[config.mk]
export PLATFORM = sky130hd
export DESIGN_NAME = hdrive_gate
export DESIGN_NICKNAME = d
export VERILOG_FILES = /design/src/rtl/hdrv_pkg.sv /design/src/rtl/hdrv_period.sv /design/src/rtl/hdrv_duty.sv /design/src/rtl/hdrv_safety.sv /design/src/rtl/hdrive_gate.sv
export SDC_FILE = /design/constraint.sdc
export NUM_CORES = 1
export LEC_CHECK = 0
export BUFFER_PORTS_ARGS = -buffer_cell sky130_fd_sc_hd__clkbuf_2
export CAP_MARGIN = 20
export CORE_MARGIN = 5
export CORE_UTILIZATION = 51
export DETAILED_ROUTE_END_ITERATION = 10
export GPL_ROUTABILITY_DRIVEN = 0
export HOLD_SLACK_MARGIN = 0.15
export PLACE_DENSITY = 0.77
export SYNTH_ARGS = -nofsm -noshare
export SYNTH_HDL_FRONTEND = slang
export SYNTH_SLANG_ARGS = --single-unit
[constraint.sdc]
create_clock -name clk -period 37.7 [get_ports clk]
set_clock_uncertainty 0.1 [all_clocks]
set_input_delay 1.885 -clock clk [delete_from_list [all_inputs] [get_ports clk]]
set_output_delay 1.885 -clock clk [all_outputs]
set_load 0.05 [all_outputs]
[src/rtl/hdrv_pkg.sv]
package hdrv_pkg;

  // Off interval in cycles: len * (30 % + code * 30 % / cmax)
  function automatic int unsigned off_cycles(input int unsigned len,
                                             input int unsigned code,
                                             input int unsigned cmax);
    return (len * 3 * (cmax + code)) / (10 * cmax);
  endfunction

endpackage

[src/rtl/hdrv_period.sv]
module hdrv_period #(
  parameter int CNT_W    = 12,
  parameter int FREE_CYC = 300
) (
  input  logic             clk,
  input  logic             rst_n,
  input  logic             line_tick,
  input  logic             force_en,
  input  logic             force_x3,
  output logic             start,
  output logic [CNT_W-1:0] len_nxt,
  output logic [CNT_W-1:0] cnt,
  output logic [CNT_W-1:0] len
);

  localparam logic [CNT_W-1:0] FLEN2 = CNT_W'(FREE_CYC / 2);
  localparam logic [CNT_W-1:0] FLEN3 = CNT_W'(FREE_CYC / 3);
  localparam logic [CNT_W-1:0] FREE  = CNT_W'(FREE_CYC);

  logic [CNT_W-1:0] flen;

  always_comb begin
    flen  = force_x3 ? FLEN3 : FLEN2;
    start = force_en ? (cnt >= flen - 1'b1) : line_tick;
    if (force_en)  len_nxt = flen;
    else if (&cnt) len_nxt = cnt;
    else           len_nxt = cnt + 1'b1;
  end

  always_ff @(posedge clk or negedge rst_n) begin
    if (!rst_n) begin
      cnt <= '0;
      len <= FREE;
    end else if (start) begin
      cnt <= '0;
      len <= len_nxt;
    end else if (!(&cnt)) begin
      cnt <= cnt + 1'b1;
    end
  end

endmodule

[src/rtl/hdrv_duty.sv]
module hdrv_duty #(
  parameter int CNT_W    = 12,
  parameter int DUTY_W   = 5,
  parameter int FREE_CYC = 300
) (
  input  logic              clk,
  input  logic              rst_n,
  input  logic              start,
  input  logic [CNT_W-1:0]  len_nxt,
  input  logic [DUTY_W-1:0] code,
  output logic [CNT_W-1:0]  off_len
);

  localparam int unsigned CMAX = (1 << DUTY_W) - 1;
  localparam logic [CNT_W-1:0] OFF_RST =
    CNT_W'(hdrv_pkg::off_cycles(FREE_CYC, CMAX, CMAX));

  always_ff @(posedge clk or negedge rst_n) begin
    if (!rst_n)
      off_len <= OFF_RST;
    else if (start)
      off_len <= CNT_W'(hdrv_pkg::off_cycles(32'(len_nxt), 32'(code), CMAX));
  end

endmodule

[src/rtl/hdrv_safety.sv]
module hdrv_safety (
  input  logic clk,
  input  logic rst_n,
  input  logic supply_ok,
  input  logic flyback,
  input  logic drive_en,
  input  logic xray_trip,
  input  logic xray_clr,
  output logic inh,
  output logic bp_off,
  output logic xlat
);

  logic xlat_nxt;

  always_comb begin
    if (!supply_ok)     xlat_nxt = 1'b0;
    else if (xray_trip) xlat_nxt = 1'b1;
    else if (xray_clr)  xlat_nxt = 1'b0;
    else                xlat_nxt = xlat;
  end

  always_ff @(posedge clk or negedge rst_n) begin
    if (!rst_n) begin
      xlat   <= 1'b0;
      inh    <= 1'b1;
      bp_off <= 1'b1;
    end else begin
      xlat   <= xlat_nxt;
      bp_off <= !supply_ok || !drive_en || xlat_nxt;
      inh    <= !supply_ok || !drive_en || xlat_nxt || flyback;
    end
  end

endmodule

[src/rtl/hdrive_gate.sv]
module hdrive_gate #(
  parameter int CNT_W    = 12,
  parameter int DUTY_W   = 5,
  parameter int FREE_CYC = 300
) (
  input  logic              clk,
  input  logic              rst_n,
  input  logic              line_tick,
  input  logic              force_en,
  input  logic              force_x3,
  input  logic [DUTY_W-1:0] duty_code,
  input  logic              drive_en,
  input  logic              supply_ok,
  input  logic              flyback,
  input  logic              xray_trip,
  input  logic              xray_clr,
  output logic              hdrive,
  output logic              bplus_off,
  output logic              xray_stat
);

  logic             start;
  logic [CNT_W-1:0] len_nxt;
  logic [CNT_W-1:0] cnt;
  logic [CNT_W-1:0] len;
  logic [CNT_W-1:0] off_len;
  logic             inh;

  hdrv_period #(.CNT_W(CNT_W), .FREE_CYC(FREE_CYC)) i_period (
    .clk(clk), .rst_n(rst_n), .line_tick(line_tick),
    .force_en(force_en), .force_x3(force_x3),
    .start(start), .len_nxt(len_nxt), .cnt(cnt), .len(len)
  );

  hdrv_duty #(.CNT_W(CNT_W), .DUTY_W(DUTY_W), .FREE_CYC(FREE_CYC)) i_duty (
    .clk(clk), .rst_n(rst_n), .start(start), .len_nxt(len_nxt),
    .code(duty_code), .off_len(off_len)
  );

  hdrv_safety i_safety (
    .clk(clk), .rst_n(rst_n), .supply_ok(supply_ok), .flyback(flyback),
    .drive_en(drive_en), .xray_trip(xray_trip), .xray_clr(xray_clr),
    .inh(inh), .bp_off(bplus_off), .xlat(xray_stat)
  );

  // Conduct between the end of the off interval and the end of the period.
  assign hdrive = (cnt >= off_len) && (cnt < len) && !inh;

endmodule

# --- Yosys cells after proc, flatten, opt, wreduce, memory -nomap -nowiden ---
# Index checks and enable logic that the tools add are counted.
word_totals:
  reg_bits: 39
  input_bits: 15
  out_inout_bits: 3
classes:
  add_sub_neg: 3
  n_mul: 2
  div_mod_pow: 1
  magnitude_cmp: 3
  n_mux: 8
  n_reduce_logical: 9
op_table:
  columns: ["operator", "n"]
  rows:
  - ["$mux 12", 3]
  - ["$div 32x9->32 const B", 1]
  - ["$mul 14x32->32", 1]
  - ["$ge 12x12->1", 2]
  - ["$mul 12x2->14 const B", 1]
  - ["$add 12x1->12 const B", 1]
  - ["$lt 12x12->1", 1]
  - ["$reduce_and 12->1", 1]
  - ["$sub 12x1->12 const B", 1]
  - ["$mux 8", 1]
  - ["$add 5x5->6 const A", 1]
  - ["$mux 1", 4]
  - ["$logic_not 1->1", 3]
  - ["$logic_or 1x1->1", 3]
  - ["$logic_and 1x1->1", 2]

# --- Longest topological paths before layout ---
logic_depth:
  word_depth: 6
  ltp_mapped: 76
  depth_no_buf: 69

# --- Hierarchy ---
# A second synthesis with hierarchy kept.
hier_totals:
  cells_unflattened: 1218
  area_unflattened_um2: 9851.9
modules_own_cells:
  columns: ["module", "n_inst", "cells_per_inst", "area_per_inst_um2"]
  rows:
  - ["hdrv_duty", 1, 990, 7729.9]
  - ["hdrv_period", 1, 142, 1418.9]
  - ["hdrive_gate", 1, 77, 578.1]
  - ["hdrv_safety", 1, 9, 125.1]

# --- Least setup slack after synthesis ---
# OpenSTA, ideal clock, no wires.
synth_timing:
  path_type: "input-to-reg"
  start: "input port force_en"
  end: "register i_duty.off_len[0]"
  setup_time_ns: 0.125
  t_arrival_ns: 16.871
  setup_slack_ns: 20.604
  cell_stages: 65
  path_buffers: 4
  cell_sequence: "clkbuf_1 > inv_1 > a21boi_0 > ha_1 > a21o_1 > a21oi_1 > o21ai_0 > a21oi_1 > o22ai_1 > o21ai_0 > o211ai_1 > a31oi_1 > o21bai_1 > a21oi_1 > o21bai_1 > xnor2_1 > or2_2 > fa_1 > [... 29 more ...] > a21oi_2 > nor2_1 > o21ai_4 > o31ai_4 > mux2_4 > or3_1 > buf_2 > a31oi_2 > mux2i_1 > or2_1 > o22a_1 > o211a_2 > o31a_1 > o31a_1 > and3_1 > a2111o_1 > a31oi_1 > o21ai_1"
synth_between:
  elab_chain_len: 4
  elab_cells_between_ends: 5
  cone_classes: "mul (2); div (1); mux (2)"
synth_lines:
  columns: ["element", "line", "source"]
  rows:
  - ["start, declared", "hdrive_gate.sv:9", "input logic force_en,"]
  - ["$mux 12", "hdrv_period.sv:25", "if (force_en) len_nxt = flen;"]
  - ["named net i_duty.len_nxt[1]", "hdrv_duty.sv:9", "input logic [CNT_W-1:0] len_nxt,"]
  - ["$mul 12x2->14", "hdrv_pkg.sv:7", "return (len * 3 * (cmax + code)) / (10 * cmax);"]
  - ["$mul 14x32->32", "hdrv_pkg.sv:7", null]
  - ["$div 32x9->32", "hdrv_pkg.sv:7", null]
  - ["end signal, assigned", "hdrv_duty.sv:22", "off_len <= CNT_W'(hdrv_pkg::off_cycles(32'(len_nxt), 32'(code), CMAX));"]
  - ["end, declared", "hdrv_duty.sv:11", "output logic [CNT_W-1:0] off_len"]
# The timed path passes the listed nets, and every way through them passes these cells.
# A chain may end at the register's enable or synchronous reset.

# --- Worst setup path in the final report ---
# Same ends and word-level chain as after synthesis.

==> flow_metrics.env <==
export IMPL_route_vias_total=10400
export IMPL_first_global_vias=9716
export IMPL_cts_clk_slew_worst_paths_ns=0.06
export IMPL_synth_xor_area_share_pct=8.58
export IMPL_clock_fmax_ghz=0.0489
export IMPL_worst_ep_arrival_time_ns=20.54
export IMPL_cts_hold_buffers=0
export IMPL_synth_edff_count=0
export IMPL_maximum_clock_path_buffer_count=2
export IMPL_critPathLaunchType="input pin"
export IMPL_placement_rows=52
export IMPL_holdCritPathClass="reg2reg"
export IMPL_yosysUniqueCellTypes=115
export IMPL_avgSynthCellArea_um2=7.66
export IMPL_numnets_final=1501
export IMPL_tritoncts="done"
export IMPL_chipWidth_um=154
export IMPL_setup_worst_path_end_class="flip-flop"
export IMPL_cap_viol_max_count=0
export IMPL_num_antenna_cells=0
export IMPL_met3_usage_grt_pct=1.51
export IMPL_cpMaxStageDelayCell="sky130_fd_sc_hd__xnor2_1"
export IMPL_antenna_violating_nets_post_route=0
export IMPL_synth_fa_ha_area_share_pct=18.1
export IMPL_crit_type="in2reg"
export IMPL_total_global_routing_overflow=0
export IMPL_grt_busiest_layer="met2"
export IMPL_drcViolationCount=0
export IMPL_place_inst=1627
export IMPL_synth_seq_cells=39
export IMPL_floorplan_initialDensity_pct=52.1
export IMPL_final_setup_tns_ns=0
export IMPL_drt_iter0_drc=1007
export IMPL_yosys_warnings=0
export IMPL_globalRouteTotalUtil_pct=22.4
export IMPL_grt_pass1_wl_um=47200
export IMPL_status="finished, final reports clean"
export IMPL_period_minus_slack_ns=20.47
export IMPL_dr_pass1_iters=5
export IMPL_antenna_found_initial=0
export IMPL_synthesized_area_fraction_occupied_by_ao_oa_aoi_and_oai_cells_pct=30.8
export IMPL_synthSimpleGateAreaFrac_pct=22.6
export IMPL_clock_tree_root_cell="sky130_fd_sc_hd__clkbuf_16"
export IMPL_timing_worst_slew_pin_value_ns=1.16
export IMPL_cts_max_level=2
export IMPL_global_route_usage_met2_pct=37.1
export IMPL_slew_headroom_pct=22.4
export IMPL_async_set_or_reset_flop_fraction_in_the_synthesized_netlist_pct=100
export IMPL_die_height_um=154
export IMPL_share_of_the_clock_period_used_by_the_worst_path_after_layout_pct=54.3
export IMPL_cts_setup_buffers=0
export IMPL_layout_core_utilization_pct=54.5
export IMPL_area_delta_synth_final_pct=4.50
export IMPL_timing_final_hold_violations=0
export IMPL_grt_start_max_net_pins=42
export IMPL_ys_top_cells_by_area="sky130_fd_sc_hd__fa_1, sky130_fd_sc_hd__ha_1, sky130_fd_sc_hd__dfrtp_1"
export IMPL_synth_fp_nets=1522
export IMPL_ioPinCount=18
export IMPL_worst_path_max_fanout=22
export IMPL_post_dp_hpwl_um=21500
export IMPL_slowest_delay_ns=0.93
export IMPL_setup_violations=0
export IMPL_final_layout_size_suffix_gt1_share_pct=11.0
export IMPL_final_max_slew_viol_count=0
export IMPL_post_drt_via_cell_ratio=6.34
export IMPL_ys_dominant_reg_cell="sky130_fd_sc_hd__dfrtp_1"
export IMPL_syn_instance_count=1387
export IMPL_clkLatencyLatePin_ns=0.28
export IMPL_grtUsageMet1_pct=32.3
export IMPL_synth_seq_area_share_pct=9.31
export IMPL_rrSetupSlack_ns=17.31
export IMPL_post_cts_resize_count=0
export IMPL_numCtsBuffers=5
export IMPL_syn_area_mm2=0.0106
export IMPL_yosys_area_top_type="sky130_fd_sc_hd__fa_1"
export IMPL_grt_setup_unrepaired="false"
export IMPL_dominant_combinational_cell_family_by_area_after_synthesis="compound AO/OA/AOI/OAI gates"
export IMPL_post_synth_mux_area_share_pct=5.31
export IMPL_die_area_mm2=0.0238
export IMPL_route_detailed_wl_per_inst_um=16.8
export IMPL_buffer_ports_inserted=17
export IMPL_route_final_wire_length_um=27400
export IMPL_clock_sink_count=39
export IMPL_finalNonFillerCells=1637
export IMPL_fp_coreArea_mm2=0.0204
export IMPL_netlist_area_leader_share_pct=9.43
export IMPL_required_ns=37.77
stage by stage:
step	setup WS, ns	hold slack (ns)	instance area [µm²]
global route	15.67	0.440	11100
CTS	17.57	0.413	11100
global placement	18.19	0.390	10900
detailed placement	17.37	0.402	10900
finish	17.23	0.409	11100
floorplan	20.60	0.378	10600
cells in the mapped netlist, types with 20 or more instances:
cell type	instances
sky130_fd_sc_hd__a21oi_1	83
sky130_fd_sc_hd__a31oi_1	24
sky130_fd_sc_hd__clkbuf_1	32
sky130_fd_sc_hd__dfrtp_1	29
sky130_fd_sc_hd__fa_1	50
sky130_fd_sc_hd__ha_1	70
sky130_fd_sc_hd__inv_1	86
sky130_fd_sc_hd__mux2i_1	29
sky130_fd_sc_hd__nand2_1	112
sky130_fd_sc_hd__nand2b_1	27
sky130_fd_sc_hd__nand3_1	36
sky130_fd_sc_hd__nor2_1	158
sky130_fd_sc_hd__nor2b_1	20
sky130_fd_sc_hd__nor3_1	32
sky130_fd_sc_hd__o211ai_1	33
sky130_fd_sc_hd__o21ai_0	76
sky130_fd_sc_hd__xnor2_1	63
sky130_fd_sc_hd__xor2_1	23
logic make-up (layout without fill, tap and decap cells):
family | after synthesis | in the layout
fa+ha+maj | 124 | 124
compound gates | 446 | 446
mux | 52 | 52
xor+xnor | 95 | 95
flops | 39 | 39
simple gates | 489 | 489
buf+inv | 142 | 122
final timing paths:
check,cells past startpoint,from,to
setup reg to reg,66,i_period.cnt[1],i_duty.off_len[0]
max in group asynchronous,2,rst_n,i_duty.off_len[4]
setup / recovery,62,force_en,i_duty.off_len[0]
hold reg to reg,1,i_period.len[7],i_period.len[7]
hold / removal,1,i_period.len[7],i_period.len[7]
min in group asynchronous,1,rst_n,i_period.len[6]
layout by cell type (no fill, tap or decap), drive strengths merged, types with 11 or more instances in the layout:
| cell type | count |
|---|---|
| inv | 87 |
| nor3 | 36 |
| a31oi | 26 |
| clkbuf | 23 |
| a21o | 19 |
| and2 | 13 |
| xor2 | 26 |
| a21oi | 94 |
| a211o | 11 |
| fa | 50 |
| dfrtp | 29 |
| or3 | 11 |
| o211ai | 37 |
| o22ai | 17 |
| nand2 | 114 |
| mux2 | 20 |
| a211oi | 19 |
| xnor2 | 69 |
| mux2i | 32 |
| or2 | 25 |
| nor2b | 20 |
| o31ai | 16 |
| nand2b | 27 |
| nor2 | 159 |
| ha | 70 |
| nand3 | 36 |
| o21ai | 94 |
critical path: cells and delay by family:
kind	cells	cell delay (ns)
adders and majority gates	5	2.30
and+or+nand+nor	10	2.89
muxes	7	2.68
buffers and inverters	6	0.93
xor gates and xnor gates	2	1.14
AOI/OAI and AO/OA	32	8.68
cell type report:
class | instances | area (µm²)
sequential | 39 | 988
timing repair buffer | 27 | 173
multi-input combinational | 1206 | 9080
inverter | 87 | 327
tap | 270 | 338
clock buffer | 6 | 129
fill | 1909 | 9270
clock inverter | 2 | 60.1
state kept, by name, summed over array words and instances, names as in the netlist:
name,count
i_duty.off_len,12
i_period.cnt,12
i_period.len,12
i_safety.bp_off,1
i_safety.inh,1
i_safety.xlat,1
routing by layer:
layer / part of all wire, % / wire length (µm)
met4: 1.7 / 463
met5: 0 / 0
met3: 4.8 / 1320
met1: 47 / 12800
met2: 47 / 12900
Power is not shown: default switching activity piles up to over one toggle a cycle in this logic, so the estimate is an artifact.
